[src/rtl/rtc_pkg.sv]
package rtc_pkg;

  localparam int RTC_DW   = 8;
  localparam int RTC_NF   = 6;
  localparam int F_SEC    = 0;
  localparam int F_MIN    = 1;
  localparam int F_HR     = 2;
  localparam int F_DATE   = 3;
  localparam int F_MON    = 4;
  localparam int F_YR     = 5;
  localparam int UPD_BIT  = 7;
  localparam int OSC_BIT  = 6;

  typedef logic [RTC_DW-1:0]             rtc_byte_t;
  typedef logic [RTC_NF-1:0][RTC_DW-1:0] rtc_tvec_t;

  // Length of a month; leap rule on a two-digit binary year.
  function automatic rtc_byte_t rtc_month_len(rtc_byte_t mon, rtc_byte_t yr);
    rtc_byte_t len;
    case (mon)
      8'd2:                     len = (yr[1:0] == 2'b00) ? 8'd29 : 8'd28;
      8'd4, 8'd6, 8'd9, 8'd11:  len = 8'd30;
      default:                  len = 8'd31;
    endcase
    return len;
  endfunction

  function automatic rtc_byte_t rtc_field_max(int idx, rtc_byte_t mon, rtc_byte_t yr);
    rtc_byte_t m;
    case (idx)
      F_SEC, F_MIN: m = 8'd59;
      F_HR:         m = 8'd23;
      F_DATE:       m = rtc_month_len(mon, yr);
      F_MON:        m = 8'd12;
      default:      m = 8'd99;
    endcase
    return m;
  endfunction

  function automatic rtc_byte_t rtc_field_min(int idx);
    return ((idx == F_DATE) || (idx == F_MON)) ? 8'd1 : 8'd0;
  endfunction

  // One-second step with ripple carry through the fields.
  function automatic rtc_tvec_t rtc_advance(rtc_tvec_t t);
    rtc_tvec_t n;
    logic      carry;
    n     = t;
    carry = 1'b1;
    for (int i = 0; i < RTC_NF; i++) begin
      if (carry) begin
        if (t[i] >= rtc_field_max(i, t[F_MON], t[F_YR])) begin
          n[i] = rtc_field_min(i);
        end else begin
          n[i]  = t[i] + 8'd1;
          carry = 1'b0;
        end
      end
    end
    return n;
  endfunction

  function automatic rtc_tvec_t rtc_reset_time();
    rtc_tvec_t t;
    t         = '0;
    t[F_DATE] = 8'd1;
    t[F_MON]  = 8'd1;
    return t;
  endfunction

endpackage

[src/rtl/rtc_bus_decode.sv]
module rtc_bus_decode #(
  parameter int ADDR_W = 5,
  parameter int DATA_W = 8
) (
  input  logic              clk,
  input  logic              rst_n,
  input  logic              pwr_fail,
  input  logic              ce_n,
  input  logic              oe_n,
  input  logic              we_n,
  input  logic [ADDR_W-1:0] addr,
  input  logic [DATA_W-1:0] din,
  output logic              rd_drive,
  output logic              wr_act,
  output logic              wr_commit,
  output logic [ADDR_W-1:0] wr_addr,
  output logic [DATA_W-1:0] wr_data
);

  logic sel;
  logic pend_q;

  assign sel       = ~ce_n & ~pwr_fail;
  assign wr_act    = sel & ~we_n;
  assign rd_drive  = sel & ~oe_n & we_n;
  assign wr_commit = pend_q & ~wr_act & ~pwr_fail;

  // Hold the last active address/data; the write lands when it ends.
  always_ff @(posedge clk) begin
    if (!rst_n) begin
      pend_q  <= 1'b0;
      wr_addr <= '0;
      wr_data <= '0;
    end else if (pwr_fail) begin
      pend_q  <= 1'b0;
    end else if (wr_act) begin
      pend_q  <= 1'b1;
      wr_addr <= addr;
      wr_data <= din;
    end else begin
      pend_q  <= 1'b0;
    end
  end

  p_deselect_r1: assert property (@(posedge clk) disable iff (!rst_n)
    ce_n |-> !rd_drive);

  p_write_quiets_bus_r4: assert property (@(posedge clk) disable iff (!rst_n)
    (!ce_n && !we_n) |-> !rd_drive);

  p_commit_after_write_r5: assert property (@(posedge clk) disable iff (!rst_n)
    wr_commit |-> $past(wr_act));

  p_power_fail_block_r6: assert property (@(posedge clk) disable iff (!rst_n)
    pwr_fail |-> (!rd_drive && !wr_commit));

endmodule

[src/rtl/rtc_time_core.sv]
module rtc_time_core
  import rtc_pkg::*;
#(
  parameter int ADDR_W    = 5,
  parameter int CTRL_ADDR = 15
) (
  input  logic              clk,
  input  logic              rst_n,
  input  logic              tick,
  input  logic              wr_commit,
  input  logic [ADDR_W-1:0] wr_addr,
  input  logic [RTC_DW-1:0] wr_data,
  input  logic [ADDR_W-1:0] rd_addr,
  output logic              rd_hit,
  output logic [RTC_DW-1:0] rd_data
);

  localparam logic [ADDR_W-1:0] CTRL_A = ADDR_W'(CTRL_ADDR);

  rtc_tvec_t         int_q, ext_q, src, nxt_int;
  logic [RTC_NF-1:0] dirty_q, field_sel, rd_sel;
  logic              upd_en_q, osc_en_q, upd_prev_q;
  logic              load_evt, adv_evt, time_wr_evt, ctrl_wr_evt;

  assign load_evt    = upd_en_q & ~upd_prev_q;
  assign adv_evt     = tick & osc_en_q;
  assign time_wr_evt = wr_commit & (|field_sel);
  assign ctrl_wr_evt = wr_commit & (wr_addr == CTRL_A);

  generate
    for (genvar g = 0; g < RTC_NF; g++) begin : g_field
      assign field_sel[g] = (wr_addr == ADDR_W'(g));
      assign rd_sel[g]    = (rd_addr == ADDR_W'(g));
      assign src[g]       = (load_evt && dirty_q[g]) ? ext_q[g] : int_q[g];
    end
  endgenerate

  assign nxt_int = adv_evt ? rtc_advance(src) : src;

  always_ff @(posedge clk) begin
    if (!rst_n) begin
      int_q      <= rtc_reset_time();
      ext_q      <= rtc_reset_time();
      dirty_q    <= '0;
      upd_en_q   <= 1'b1;
      osc_en_q   <= 1'b1;
      upd_prev_q <= 1'b1;
    end else begin
      int_q      <= nxt_int;
      upd_prev_q <= upd_en_q;
      if (upd_en_q) begin
        ext_q <= src;
      end else if (time_wr_evt) begin
        for (int i = 0; i < RTC_NF; i++) begin
          if (field_sel[i]) ext_q[i] <= wr_data;
        end
      end
      if (load_evt) begin
        dirty_q <= '0;
      end else if (time_wr_evt && !upd_en_q) begin
        dirty_q <= dirty_q | field_sel;
      end
      if (ctrl_wr_evt) begin
        upd_en_q <= wr_data[UPD_BIT];
        osc_en_q <= wr_data[OSC_BIT];
      end
    end
  end

  always_comb begin
    rd_data = '0;
    for (int i = 0; i < RTC_NF; i++) begin
      if (rd_sel[i]) rd_data = ext_q[i];
    end
    if (rd_addr == CTRL_A) begin
      rd_data          = '0;
      rd_data[UPD_BIT] = upd_en_q;
      rd_data[OSC_BIT] = osc_en_q;
    end
  end

  assign rd_hit = (|rd_sel) | (rd_addr == CTRL_A);

  p_tick_moves_time_r7: assert property (@(posedge clk) disable iff (!rst_n)
    (adv_evt && !load_evt) |=> (int_q != $past(int_q)));

  p_frozen_snapshot_r9: assert property (@(posedge clk) disable iff (!rst_n)
    (!upd_en_q && !time_wr_evt) |=> $stable(ext_q));

  p_marks_cleared_r10: assert property (@(posedge clk) disable iff (!rst_n)
    load_evt |=> (dirty_q == '0));

  p_osc_halt_r11: assert property (@(posedge clk) disable iff (!rst_n)
    (!osc_en_q && !load_evt) |=> $stable(int_q));

endmodule

[src/rtl/rtc_scratch_ram.sv]
module rtc_scratch_ram #(
  parameter int ADDR_W = 5,
  parameter int DATA_W = 8
) (
  input  logic              clk,
  input  logic              rst_n,
  input  logic              we,
  input  logic [ADDR_W-1:0] waddr,
  input  logic [DATA_W-1:0] wdata,
  input  logic [ADDR_W-1:0] raddr,
  output logic [DATA_W-1:0] rdata
);

  localparam int DEPTH = 1 << ADDR_W;

  logic [DATA_W-1:0] mem_q [DEPTH];

  always_ff @(posedge clk) begin
    if (!rst_n) begin
      for (int i = 0; i < DEPTH; i++) mem_q[i] <= '0;
    end else if (we) begin
      mem_q[waddr] <= wdata;
    end
  end

  assign rdata = mem_q[raddr];

endmodule

[src/rtl/rtc_shadow_regs.sv]
module rtc_shadow_regs
  import rtc_pkg::*;
#(
  parameter int ADDR_W    = 5,
  parameter int CTRL_ADDR = 15
) (
  input  logic              clk,
  input  logic              rst_n,
  input  logic              sec_tick,
  input  logic              pwr_fail,
  input  logic              bus_ce_n,
  input  logic              bus_oe_n,
  input  logic              bus_we_n,
  input  logic [ADDR_W-1:0] bus_addr,
  input  logic [RTC_DW-1:0] bus_wdata,
  output logic [RTC_DW-1:0] bus_rdata,
  output logic              bus_rdata_oe
);

  logic              rd_drive, wr_act, wr_commit, core_hit;
  logic [ADDR_W-1:0] wr_addr;
  logic [RTC_DW-1:0] wr_data, core_rdata, ram_rdata;

  rtc_bus_decode #(.ADDR_W(ADDR_W), .DATA_W(RTC_DW)) u_decode (
    .clk       (clk),
    .rst_n     (rst_n),
    .pwr_fail  (pwr_fail),
    .ce_n      (bus_ce_n),
    .oe_n      (bus_oe_n),
    .we_n      (bus_we_n),
    .addr      (bus_addr),
    .din       (bus_wdata),
    .rd_drive  (rd_drive),
    .wr_act    (wr_act),
    .wr_commit (wr_commit),
    .wr_addr   (wr_addr),
    .wr_data   (wr_data)
  );

  rtc_time_core #(.ADDR_W(ADDR_W), .CTRL_ADDR(CTRL_ADDR)) u_core (
    .clk       (clk),
    .rst_n     (rst_n),
    .tick      (sec_tick),
    .wr_commit (wr_commit),
    .wr_addr   (wr_addr),
    .wr_data   (wr_data),
    .rd_addr   (bus_addr),
    .rd_hit    (core_hit),
    .rd_data   (core_rdata)
  );

  rtc_scratch_ram #(.ADDR_W(ADDR_W), .DATA_W(RTC_DW)) u_ram (
    .clk   (clk),
    .rst_n (rst_n),
    .we    (wr_commit),
    .waddr (wr_addr),
    .wdata (wr_data),
    .raddr (bus_addr),
    .rdata (ram_rdata)
  );

  assign bus_rdata    = core_hit ? core_rdata : ram_rdata;
  assign bus_rdata_oe = rd_drive;

  p_no_drive_while_writing_r4: assert property (@(posedge clk) disable iff (!rst_n)
    wr_act |-> !bus_rdata_oe);

endmodule

[config.mk]
export PLATFORM = sky130hd
export DESIGN_NAME = rtc_shadow_regs
export DESIGN_NICKNAME = d
export VERILOG_FILES = /design/src/rtl/rtc_pkg.sv /design/src/rtl/rtc_bus_decode.sv /design/src/rtl/rtc_time_core.sv /design/src/rtl/rtc_scratch_ram.sv /design/src/rtl/rtc_shadow_regs.sv
export SDC_FILE = /design/constraint.sdc
export NUM_CORES = 1
export LEC_CHECK = 0
export BUFFER_PORTS_ARGS = -buffer_cell sky130_fd_sc_hd__buf_2
export CORE_MARGIN = 2
export CORE_UTILIZATION = 57
export CTS_CLUSTER_SIZE = 30
export DETAILED_ROUTE_END_ITERATION = 7
export GPL_ROUTABILITY_DRIVEN = 0
export GPL_TIMING_DRIVEN = 0
export HOLD_SLACK_MARGIN = 0.08
export PLACE_DENSITY = 0.76
export SLEW_MARGIN = 20
export SYNTH_ARGS = -nofsm -noshare
export SYNTH_HDL_FRONTEND = slang
export SYNTH_SLANG_ARGS = --single-unit
[constraint.sdc]
create_clock -name clk -period 3.8 [get_ports clk]
set_clock_uncertainty 0.05 [all_clocks]
set_input_delay 0.76 -clock clk [delete_from_list [all_inputs] [get_ports clk]]
set_output_delay 0.76 -clock clk [all_outputs]
set_load 0.02 [all_outputs]
==> results.cfg <==
[yosys]
syn-mean-instance-area_um2 = 12.23
synth_top_area_frac = 0.4222
synth_edf_count = 256
synth_top_area_cell = edfxtp_1
synth_seq_cells = 375
yosysMostFrequentCell = and2_1
yosysSeqAreaShare = 0.5530
synth_warnings = 0
syn-num-nets = 1517
syn_inst = 1489
post_synth_num_cell_types = 73
ys_top_cells_by_area = edfxtp_1 (42%), dfxtp_1 (13%), mux4_2 (11%)
syn_area_um2 = 18210
synthTopCellsByCount = and2_1 (259), edfxtp_1 (256), dfxtp_1 (119)
synth_flop_cell = edfxtp_1
ys_async_sr_fraction = 0

[final_layout]
syn_to_final_growth_pct = 11.96
multi_input_area_um2 = 7799
regArea_um2 = 10070
drive_above_1_share = 0.1556
fillers = 2316
final_nets = 1589

[critical_path]
cp_data_arrival_time_ps = 2980
startpoint_type = primary input
cp.required_ps = 2990
cp_max_fo = 10
end_kind = output pin
path_class = primary input to output pin

[clock_network]
cts_made_buffers = 39
cts.path.max_buffers = 3
clk_pin_slew_worst_paths_ps = 60
clock_latency_ps = 530
h-tree-depth = 2
cts_sinks = 375
cts.root.buffer_cell = clkbuf_16
cts_tree = built
cts_hold_buf = 0

[drt]
wl_met2_um = 23440
antenna_left = 0
totalWireLength_um = 51490
drc = 0
wirelength_met1_um = 20560
wl_met3_um = 5499
top_layer = met4
drt_iter0_markers = 1888
vias = 13119
viasPerCell = 6.589
first_pass_iters = 6
wl_per_cell_um = 25.86

[placed_design]
dpl.hpwl_um = 35850
io_buffers = 25

[global_routing]
grtUsageTotal = 0.3114
overflow = 0
grt_pass1_wl_um = 77370
grt_max_degree = 14
antenna_found_initial = 0
first_global_vias = 12598

[min_path]
min_path_type = primary input to flip-flop

[sta]
drv_slew = 0
min_period_ps = 3792
clock.fmax_ghz = 0.2637
worst_slew_pin_slew_ps = 1059
rsz0062_at_grt = yes
relSlewSlack = 0.2943
hold_viol_final = 0
finalSetupViolations = 0
holdWs_ps = 433.1
fin_crit_sh = 0.9979

[outcome]
outcome = finished, final reports clean

[floorplanning]
core_area_um2 = 31470
start_util = 0.5786
die_w_um = 182.7
die_h_um = 182.7
rows = 65
ioPinCount = 29
dieArea_um2 = 33390

[pwr]
leakage_nw = 7.606
finalPower_w = 0.008781
ir_drop_v = 0.0002608
p_per_area_nw_per_um2 = 430.7

[run]
cap_violations = 0
## kinds of logic (layout without fill, tap and decap cells)
logic type                 after synthesis  in the layout  share of synthesized area
xor gates and xnor gates                 9              9                   0.004328
muxes                                  149            149                     0.1432
and+or+nand+nor                        593            593                     0.1798
other                                    0              2                          0
adders and majority gates                8              8                   0.005497
buffers and inverters                  124            222                    0.02707
AOI/OAI and AO/OA                      231            231                    0.08713
DFF                                    375            375                     0.5530
## report_power, final
part,switching [W],internal [W]
registers,0.0000375,0.00445
clock network,0.00158,0.00215
logic,0.000362,0.000201
total,0.00198,0.00680
## critical path: stages
cell	delay, ps
buf_2	180
buf_4	300
mux4_2	550
mux4_2	550
a22oi_2	320
nand2_1	130
buf_2	180
## layout by cell type, fill, tap and decap left out, types with 15 or more instances in the layout
cell type / n
and2_1: 259
o21ai_1: 30
clkbuf_16: 40
o21ai_0: 15
a211oi_1: 83
nand3_1: 27
a21oi_1: 45
nor2_1: 98
nor2b_1: 41
edfxtp_1: 256
buf_2: 32
inv_1: 15
mux2i_1: 46
mux4_2: 88
nand2_1: 83
nor3_1: 17
dfxtp_1: 119
clkbuf_1: 80
## final cells by class
| type | count | area share |
|---|---|---|
| well taps | 402 | 0.02467 |
| plain buffers | 108 | 0.02688 |
| diodes | 2 | 0.0002455 |
| inverters | 16 | 0.002946 |
| multi-input cells | 990 | 0.3825 |
| clock buffers | 46 | 0.05088 |
| repair buffers | 31 | 0.008960 |
| clock inverters | 21 | 0.008960 |
| flip-flops and latches | 375 | 0.4939 |
## registers in the layout (all words and copies together), names as in the netlist
| name | flops |
|---|---|
| u_core.osc_en_q | 1 |
| u_ram.mem_q | 256 |
| u_decode.pend_q | 1 |
| u_core.upd_en_q | 1 |
| u_core.dirty_q | 6 |
| u_core.int_q | 48 |
| u_decode.wr_data | 8 |
| u_core.ext_q | 48 |
| u_core.upd_prev_q | 1 |
| u_decode.wr_addr | 5 |
## timing repair
action                     CTS  global route
setup buffers                0             6
setup endpoints to repair   28            34
gates resized for setup     60            21
pin swaps                    2             6
cloned                       0             0
## final timing paths
path | cells after the start | startpoint | slack (ps) | to
worst max-delay path | 7 | bus_addr[0] | 8 | bus_rdata[1]
worst min-delay path | 3 | bus_wdata[6] | 430 | u_decode.wr_data[6]
worst max register to register | 15 | u_core.upd_en_q | 190 | u_core.int_q[46]
worst min register to register | 2 | u_core.dirty_q[4] | 440 | u_core.dirty_q[4]
## routing by layer
metal | global-route usage | vias up
met3 | 0.07208 | 152
met5 | 0 | -
met4 | 0.1145 | 0
met2 | 0.4771 | 779
met1 | 0.4390 | 6500
li1 | - | 5688
## metrics by stage
step	utilization	instance area (um2)	std cells	setup TNS, ps	setup slack, ps
finish	0.6477	20390	1991	0	7.891
global route	0.6476	20380	1989	-39.80	-22.79
CTS	0.6430	20240	1983	-10.99	-10.99
detailed placement	0.5989	18850	1916	-12460	-923.0
global placement	0.5985	18840	1916	-10720	-922.7
floorplan	-	18210	1489	0	154.6
Note: power is estimated with default switching activity, not from simulation.
